**config.mk**
```make
export PLATFORM = sky130hd
export DESIGN_NAME = vid_trs_decoder
export DESIGN_NICKNAME = d
export VERILOG_FILES = /design/src/rtl/trs_pkg.sv /design/src/rtl/trs_preamble_match.sv /design/src/rtl/trs_status_decode.sv /design/src/rtl/trs_active_gate.sv /design/src/rtl/vid_trs_decoder.sv
export SDC_FILE = /design/constraint.sdc
export NUM_CORES = 1
export LEC_CHECK = 0
export BUFFER_PORTS_ARGS = -buffer_cell sky130_fd_sc_hd__buf_2
export CORE_MARGIN = 8
export CORE_UTILIZATION = 50
export CTS_CLUSTER_SIZE = 20
export DETAILED_ROUTE_END_ITERATION = 10
export PLACE_DENSITY = 0.83
export SYNTH_ARGS = -nofsm -noshare
export SYNTH_HDL_FRONTEND = slang
export SYNTH_HIERARCHICAL = 1
export SYNTH_SLANG_ARGS = --single-unit
```
**constraint.sdc**
```tcl
create_clock -name clk_i -period 2.6 [get_ports clk_i]
set_input_delay 0 -clock clk_i [delete_from_list [all_inputs] [get_ports clk_i]]
set_output_delay 0 -clock clk_i [all_outputs]
set_load 0.02 [all_outputs]
```
**src/rtl/trs_pkg.sv**
```systemverilog
package trs_pkg;
  typedef enum logic [1:0] {
    MS_IDLE,
    MS_ONE,
    MS_TWO,
    MS_THREE
  } match_st_e;

  typedef struct packed {
    logic f;
    logic v;
    logic h;
    logic ok;
  } trs_status_t;

  // protection bits P3..P0 derived from F,V,H
  function automatic logic [3:0] trs_prot(input logic f, input logic v, input logic h);
    return {v ^ h, f ^ h, f ^ v, f ^ v ^ h};
  endfunction
endpackage

```
**src/rtl/trs_preamble_match.sv**
```systemverilog
module trs_preamble_match
  import trs_pkg::*;
#(
  parameter int DATA_W = 10
) (
  input  logic              clk_i,
  input  logic              rst_ni,
  input  logic              en_i,
  input  logic [DATA_W-1:0] data_i,
  output logic              slot_o,
  output logic              reserved_o
);
  localparam int IGN_W = DATA_W - 8;

  match_st_e st_q, st_d;
  logic      ones, zero;

  assign ones = &data_i[DATA_W-1:IGN_W];
  assign zero = ~|data_i[DATA_W-1:IGN_W];
  assign reserved_o = ones | zero;
  assign slot_o = (st_q == MS_THREE);

  always_comb begin
    case (st_q)
      MS_ONE:  st_d = zero ? MS_TWO   : (ones ? MS_ONE : MS_IDLE);
      MS_TWO:  st_d = zero ? MS_THREE : (ones ? MS_ONE : MS_IDLE);
      default: st_d = ones ? MS_ONE : MS_IDLE;
    endcase
  end

  always_ff @(posedge clk_i or negedge rst_ni) begin
    if (!rst_ni)   st_q <= MS_IDLE;
    else if (en_i) st_q <= st_d;
  end
endmodule

```
**src/rtl/trs_status_decode.sv**
```systemverilog
module trs_status_decode
  import trs_pkg::*;
#(
  parameter int DATA_W = 10
) (
  input  logic [DATA_W-1:0] data_i,
  output trs_status_t       st_o
);
  localparam int MK = DATA_W - 1;
  localparam int PB = DATA_W - 5;

  logic [3:0] prot_rx;

  assign prot_rx = data_i[PB -: 4];
  assign st_o.f  = data_i[MK-1];
  assign st_o.v  = data_i[MK-2];
  assign st_o.h  = data_i[MK-3];
  assign st_o.ok = data_i[MK] & (prot_rx == trs_prot(st_o.f, st_o.v, st_o.h));
endmodule

```
**src/rtl/trs_active_gate.sv**
```systemverilog
module trs_active_gate
  import trs_pkg::*;
#(
  parameter int DATA_W = 10
) (
  input  logic              clk_i,
  input  logic              rst_ni,
  input  logic              en_i,
  input  logic [DATA_W-1:0] data_i,
  input  logic              slot_i,
  input  logic              reserved_i,
  input  trs_status_t       st_i,
  output logic              field_o,
  output logic              vblank_o,
  output logic              sav_o,
  output logic              eav_o,
  output logic              err_o,
  output logic              valid_o,
  output logic [DATA_W-1:0] data_o
);
  logic hit, good, bad, active_q, take;

  assign hit  = en_i & slot_i;
  assign good = hit & st_i.ok;
  assign bad  = hit & ~st_i.ok;
  assign take = en_i & active_q & ~slot_i & ~reserved_i;

  always_ff @(posedge clk_i or negedge rst_ni) begin
    if (!rst_ni) begin
      field_o  <= 1'b0;
      vblank_o <= 1'b0;
      sav_o    <= 1'b0;
      eav_o    <= 1'b0;
      err_o    <= 1'b0;
      active_q <= 1'b0;
      valid_o  <= 1'b0;
      data_o   <= '0;
    end else begin
      sav_o   <= good & ~st_i.h;
      eav_o   <= good & st_i.h;
      err_o   <= bad;
      valid_o <= take;
      if (take) data_o <= data_i;
      if (good) begin
        field_o  <= st_i.f;
        vblank_o <= st_i.v;
        active_q <= ~st_i.h & ~st_i.v;
      end
    end
  end
endmodule

```
**src/rtl/vid_trs_decoder.sv**
```systemverilog
module vid_trs_decoder
  import trs_pkg::*;
#(
  parameter int DATA_W = 10
) (
  input  logic              clk_i,
  input  logic              rst_ni,
  input  logic              en_i,
  input  logic [DATA_W-1:0] data_i,
  output logic              field_o,
  output logic              vblank_o,
  output logic              sav_o,
  output logic              eav_o,
  output logic              prot_err_o,
  output logic              act_valid_o,
  output logic [DATA_W-1:0] act_data_o
);
  logic        slot, reserved;
  trs_status_t st;

  trs_preamble_match #(.DATA_W(DATA_W)) u_match (
    .clk_i      (clk_i),
    .rst_ni     (rst_ni),
    .en_i       (en_i),
    .data_i     (data_i),
    .slot_o     (slot),
    .reserved_o (reserved)
  );

  trs_status_decode #(.DATA_W(DATA_W)) u_dec (
    .data_i (data_i),
    .st_o   (st)
  );

  trs_active_gate #(.DATA_W(DATA_W)) u_gate (
    .clk_i      (clk_i),
    .rst_ni     (rst_ni),
    .en_i       (en_i),
    .data_i     (data_i),
    .slot_i     (slot),
    .reserved_i (reserved),
    .st_i       (st),
    .field_o    (field_o),
    .vblank_o   (vblank_o),
    .sav_o      (sav_o),
    .eav_o      (eav_o),
    .err_o      (prot_err_o),
    .valid_o    (act_valid_o),
    .data_o     (act_data_o)
  );
endmodule

```
Word-level counts from Yosys, hierarchy flattened
Index checks and enable logic that the tools add are counted.
Widths: inputs -> output; s select.
{"block": "totals", "ff_bits": 19, "latchBits": 0, "mem_bits_rw": 0, "mem_bits_ro": 0, "elab_cells": 40, "mem_count": 0}
{"block": "op_classes", "addsub": 0, "multipliers": 0, "div": 0, "n_lt_le_gt_ge": 0, "eq_ne": 4, "n_shift": 0, "mux": 4, "bitwise_logic": 20, "reduce_logical": 3}
{"op": "$and 1x1->1", "n": 10}
{"op": "$reduce_and 8->1", "n": 1}
{"op": "$reduce_or 8->1", "n": 1}
{"op": "$not 1->1", "n": 5}
{"op": "$eq 2x2->1 const B", "n": 2}
{"op": "$eq 4x4->1", "n": 1}
{"op": "$mux 2", "n": 2}
{"op": "$pmux 2 s2", "n": 1}
{"op": "$xor 1x1->1", "n": 4}
{"op": "$eq 2x1->1 const B", "n": 1}
{"op": "$logic_not 1->1", "n": 1}
{"op": "$mux 1", "n": 1}
{"op": "$or 1x1->1", "n": 1}

Depth between registers and ports, before layout
{"block": "depth", "depth_word": 6, "depth_mapped": 6, "mapped_depth_nobuf": 6}

Modules after synthesis
The synthesis kept the hierarchy.
{"mod": "trs_active_gate", "n_inst": 1, "cells_per_inst": 39, "area_per_inst_um2": 669.4}
{"mod": "trs_preamble_match", "n_inst": 1, "cells_per_inst": 20, "area_per_inst_um2": 187.7}
{"mod": "trs_status_decode", "n_inst": 1, "cells_per_inst": 21, "area_per_inst_um2": 146.4}

Worst setup path before layout
No wires, ideal clock.
{"block": "synth_path", "path_kind": "input to register", "start": "input data_i[6]", "end": "register u_gate.active_q", "setup_time_ns": 0.125, "arrival_time_ns": 1.337, "required_time_ns": 2.475, "slack_ns": 1.138, "cell_stages": 6, "path_buffers": 0, "path_cell_list": "nor2b_1 -> mux2_2 -> a211o_1 -> and4_1 -> nand3_1 -> mux2_2"}
{"item": "start: declaration", "line_no": "vid_trs_decoder.sv:9", "source": "input logic [DATA_W-1:0] data_i,"}
{"item": "end signal: assignment", "line_no": "trs_active_gate.sv:47", "source": "active_q <= ~st_i.h & ~st_i.v;"}
{"item": "end: declaration", "line_no": "trs_active_gate.sv:21", "source": "logic hit, good, bad, active_q, take;"}

Worst setup path after layout
{"block": "layout_path", "start": "input data_i[9]", "end": "register u_gate.data_o[0]"}
{"block": "layout_via", "elab_chain_len": 5}
{"item": "$reduce_or 8->1", "line_no": "trs_preamble_match.sv:19", "source": "assign zero = ~|data_i[DATA_W-1:IGN_W];"}
{"item": "$logic_not 1->1", "line_no": "trs_preamble_match.sv:19"}
{"item": "$or 1x1->1 (*)", "line_no": "trs_preamble_match.sv:20", "source": "assign reserved_o = ones | zero;"}
{"item": "named net reserved", "line_no": "vid_trs_decoder.sv:18", "source": "logic slot, reserved;"}
{"item": "$not 1->1 (*)", "line_no": "trs_active_gate.sv:26", "source": "assign take = en_i & active_q & ~slot_i & ~reserved_i;"}
{"item": "$and 1x1->1 (*)", "line_no": "trs_active_gate.sv:26"}
{"item": "end signal: assignment", "line_no": "trs_active_gate.sv:43", "source": "if (take) data_o <= data_i;"}
{"item": "end: declaration", "line_no": "trs_active_gate.sv:19", "source": "output logic [DATA_W-1:0] data_o"}
Mark *: on every way through the listed nets, which the timed path passes. The rest lies on a longest branch.
A chain may end at the register's enable or synchronous reset.

==> metrics.txt <==
core box area 1920 sq um; TritonCTS Buffers 3; wire per inst 14.9 um; Flop pwr share 0.580; logic gate share of total power 0.152; via count 739; first-pass GRT wire length 3320 um; Clock power frac 0.268; Fin Setup TNS 0 ns; EDFF count, synth 0; Setup Skew 0.00330 ns; RSZ-0062 raised after global routing no; most common cell in the netlist dfrtp_1; slowest stage delay, CP 0.53 ns; IO buf count 28; period utilization 0.621; worst hold path type in -> reg; total track usage 0.121; Final nets 130; worst vdd ir 0.302 mV; Initial Util 0.522; Crit Path Class in -> reg; post-DP HPWL 1540 um; post-route cell area 1210 sq um; fmax 619 MHz; Die Ht 60.8 um; worst-path maximum fanout 11; CTS Buffer Depth 2; DRT iter0 DRCs 12; Net Switching 0.130 mW; CP Capture Type flop; num rows 16; # diodes 0; Slew headroom 0.722; post-cts gate resize count 0; Post-CTS Setup Bufs 0; Net Count, Synth 96; Synth Register Bits 19; worst skew pair latency 0.29 ns; Syn Inst Count 80; Critical Path RT 2.78 ns; clock slew at reported path FFs 0.09 ns; DRT Pass-1 Iters 4; Num Clock Sinks 19; DRC Markers 0; Max-Cap Viols 0; endpoints failing setup 0; cells along the critical path dlygate4sd3_1, buf_2, nor4_2, nand2_1, o21ai_0, and4bb_4, mux2_4; largest net degree at the start of global routing 20; Worst path slowest cell dlygate4sd3_1; Util after Layout 0.630; Layout area overhead 20.7%; max reg flops 10; fin crit period 1.62 ns; Crit path arrival time 1.80 ns; P_leak 0.617 nW; CTS Hold Buffers Added 5; Mapped Area 1000 sq um; Clock Root Buffer clkbuf_4; Detail Route Antenna Nets 0; Synth cell types 29; synth top area cells dfrtp_1 (47%), mux2_4 (13%), mux2_2 (5.6%), ha_1 (3.7%), nor4_2 (2.5%); GRT overflow 0; Reg with most FFs u_gate/data_o; die area 3700 sq um; Post-synth top cells dfrtp_1 (19), mux2_4 (9), mux2_2 (5), nor2_1 (5); Die X 60.8 um; sequential area share after synthesis 0.474; final-layout fill cell count 165; share of cells above drive strength 1 0.434; initial antenna violation count 0; final hold slack 0.0227 ns; Pint 0.398 mW; H-tree depth 1; number of global-route vias before repair 756; final hold vios 0; CP startpoint kind primary input; TritonCTS clock tree built; Post-synth ARST share 1.00; Final Max Tran Viols 0; Worst Tran Pin Value 0.418 ns; Routed Wire Length 2090 um; Avg Cell Area, Syn 12.5 sq um; Switching Fraction 0.247; Power per Cell Area 436 nW/um^2; IO Count 29; status finished, final reports clean; post-synth top area share 0.474; Primary FF master, synth dfrtp_1; Overall Power 0.528 mW; Top Registers u_gate/data_o (10), u_match/st_q (2); DP Area 1130 sq um; largest area contributor in the netlist dfrtp_1; RePlAce Congestion 0.846; Warnings, synthesis 6; via/cell ratio 5.28
## layout by cell type (no fill, tap or decap)
master and count:
o21bai_1 1, clkbuf_1 1, o211ai_1 1, nor2b_1 2, a211o_1 1, ha_1 3, nor4b_1 1, a21oi_1 1
or3_2 1, and4_1 1, mux2_4 9, mux2i_1 1, a31oi_1 1, nand3b_1 1, inv_1 4, xnor2_1 1
and4bb_4 1, nor2_1 5, o21ai_0 4, mux2_2 5, buf_2 28, dfrtp_1 19, nor4_2 2, o22ai_1 2
o31ai_1 1, clkbuf_4 3, nand3_1 2, nand2_1 3, o32ai_1 1, nand4_1 2, dlygate4sd3_1 5
## worst max-delay path, delay by kind of cell
family | cells | cell delay, ns
multiplexers | 1 | 0.32
AND/OR/NAND/NOR | 3 | 0.72
AO/OA/AOI/OAI | 1 | 0.07
buffers and inverters | 2 | 0.68
## path summary, 6_finish.rpt
| path | from | endpoint | slack [ns] | cells after the start |
|---|---|---|---|---|
| setup / recovery | data_i[9] | u_gate/data_o[0]$_DFFE_PN0P_ | 0.98 | 7 |
| max in group asynchronous | rst_ni | u_match/st_q[1]$_DFFE_PN0P_ | 2.13 | 2 |
| setup reg to reg | u_match/st_q[0]$_DFFE_PN0P_ | u_gate/data_o[9]$_DFFE_PN0P_ | 1.00 | 3 |
| hold reg to reg | u_gate/data_o[2]$_DFFE_PN0P_ | u_gate/data_o[2]$_DFFE_PN0P_ | 0.51 | 1 |
| hold / removal | data_i[4] | u_gate/data_o[4]$_DFFE_PN0P_ | 0.02 | 2 |
| min in group asynchronous | rst_ni | u_gate/data_o[1]$_DFFE_PN0P_ | 0.18 | 2 |
## stage by stage
stage | setup slack [ns] | std cells
floorplan | 1.14 | 80
global placement | 0.893 | 131
detailed placement | 0.840 | 131
CTS | 0.992 | 140
global route | 0.951 | 140
finish | 0.984 | 140
## per-layer routing
metal	part of all wire	GRT usage
met5	0	0
met4	0.0081	0.0532
met3	0.071	0.0318
met2	0.49	0.199
met1	0.43	0.143
## cell families after synthesis
| family | count (synthesis) | share of synthesized area |
|---|---|---|
| compound gates | 13 | 0.0836 |
| simple gates | 21 | 0.138 |
| flops | 19 | 0.474 |
| fa+ha+maj | 3 | 0.0374 |
| mux | 15 | 0.201 |
| buf+inv | 8 | 0.0574 |
| xor+xnor | 1 | 0.00873 |
## final cells by class
| type | instances | area (sq um) | area share |
|---|---|---|---|
| clock buffer | 4 | 26.3 | 0.0217 |
| inverter | 4 | 15.0 | 0.0124 |
| multi-input combinational | 53 | 470 | 0.388 |
| sequential | 19 | 475 | 0.393 |
| tap | 27 | 33.8 | 0.0279 |
| timing repair buffer | 33 | 190 | 0.157 |
## power groups by stage
stage	Sequential, mW	Clock, mW	Combinational (mW)
6_report	0.306	0.142	0.0802
5_1_grt	0.308	0.163	0.0870
4_1_cts	0.307	0.149	0.0807
3_5_place_dp	0.312	0	0.0743
3_3_place_gp	0.312	0	0.0727
2_1_floorplan	0.321	0	0.0295
Power figures use the tool's default switching activity.
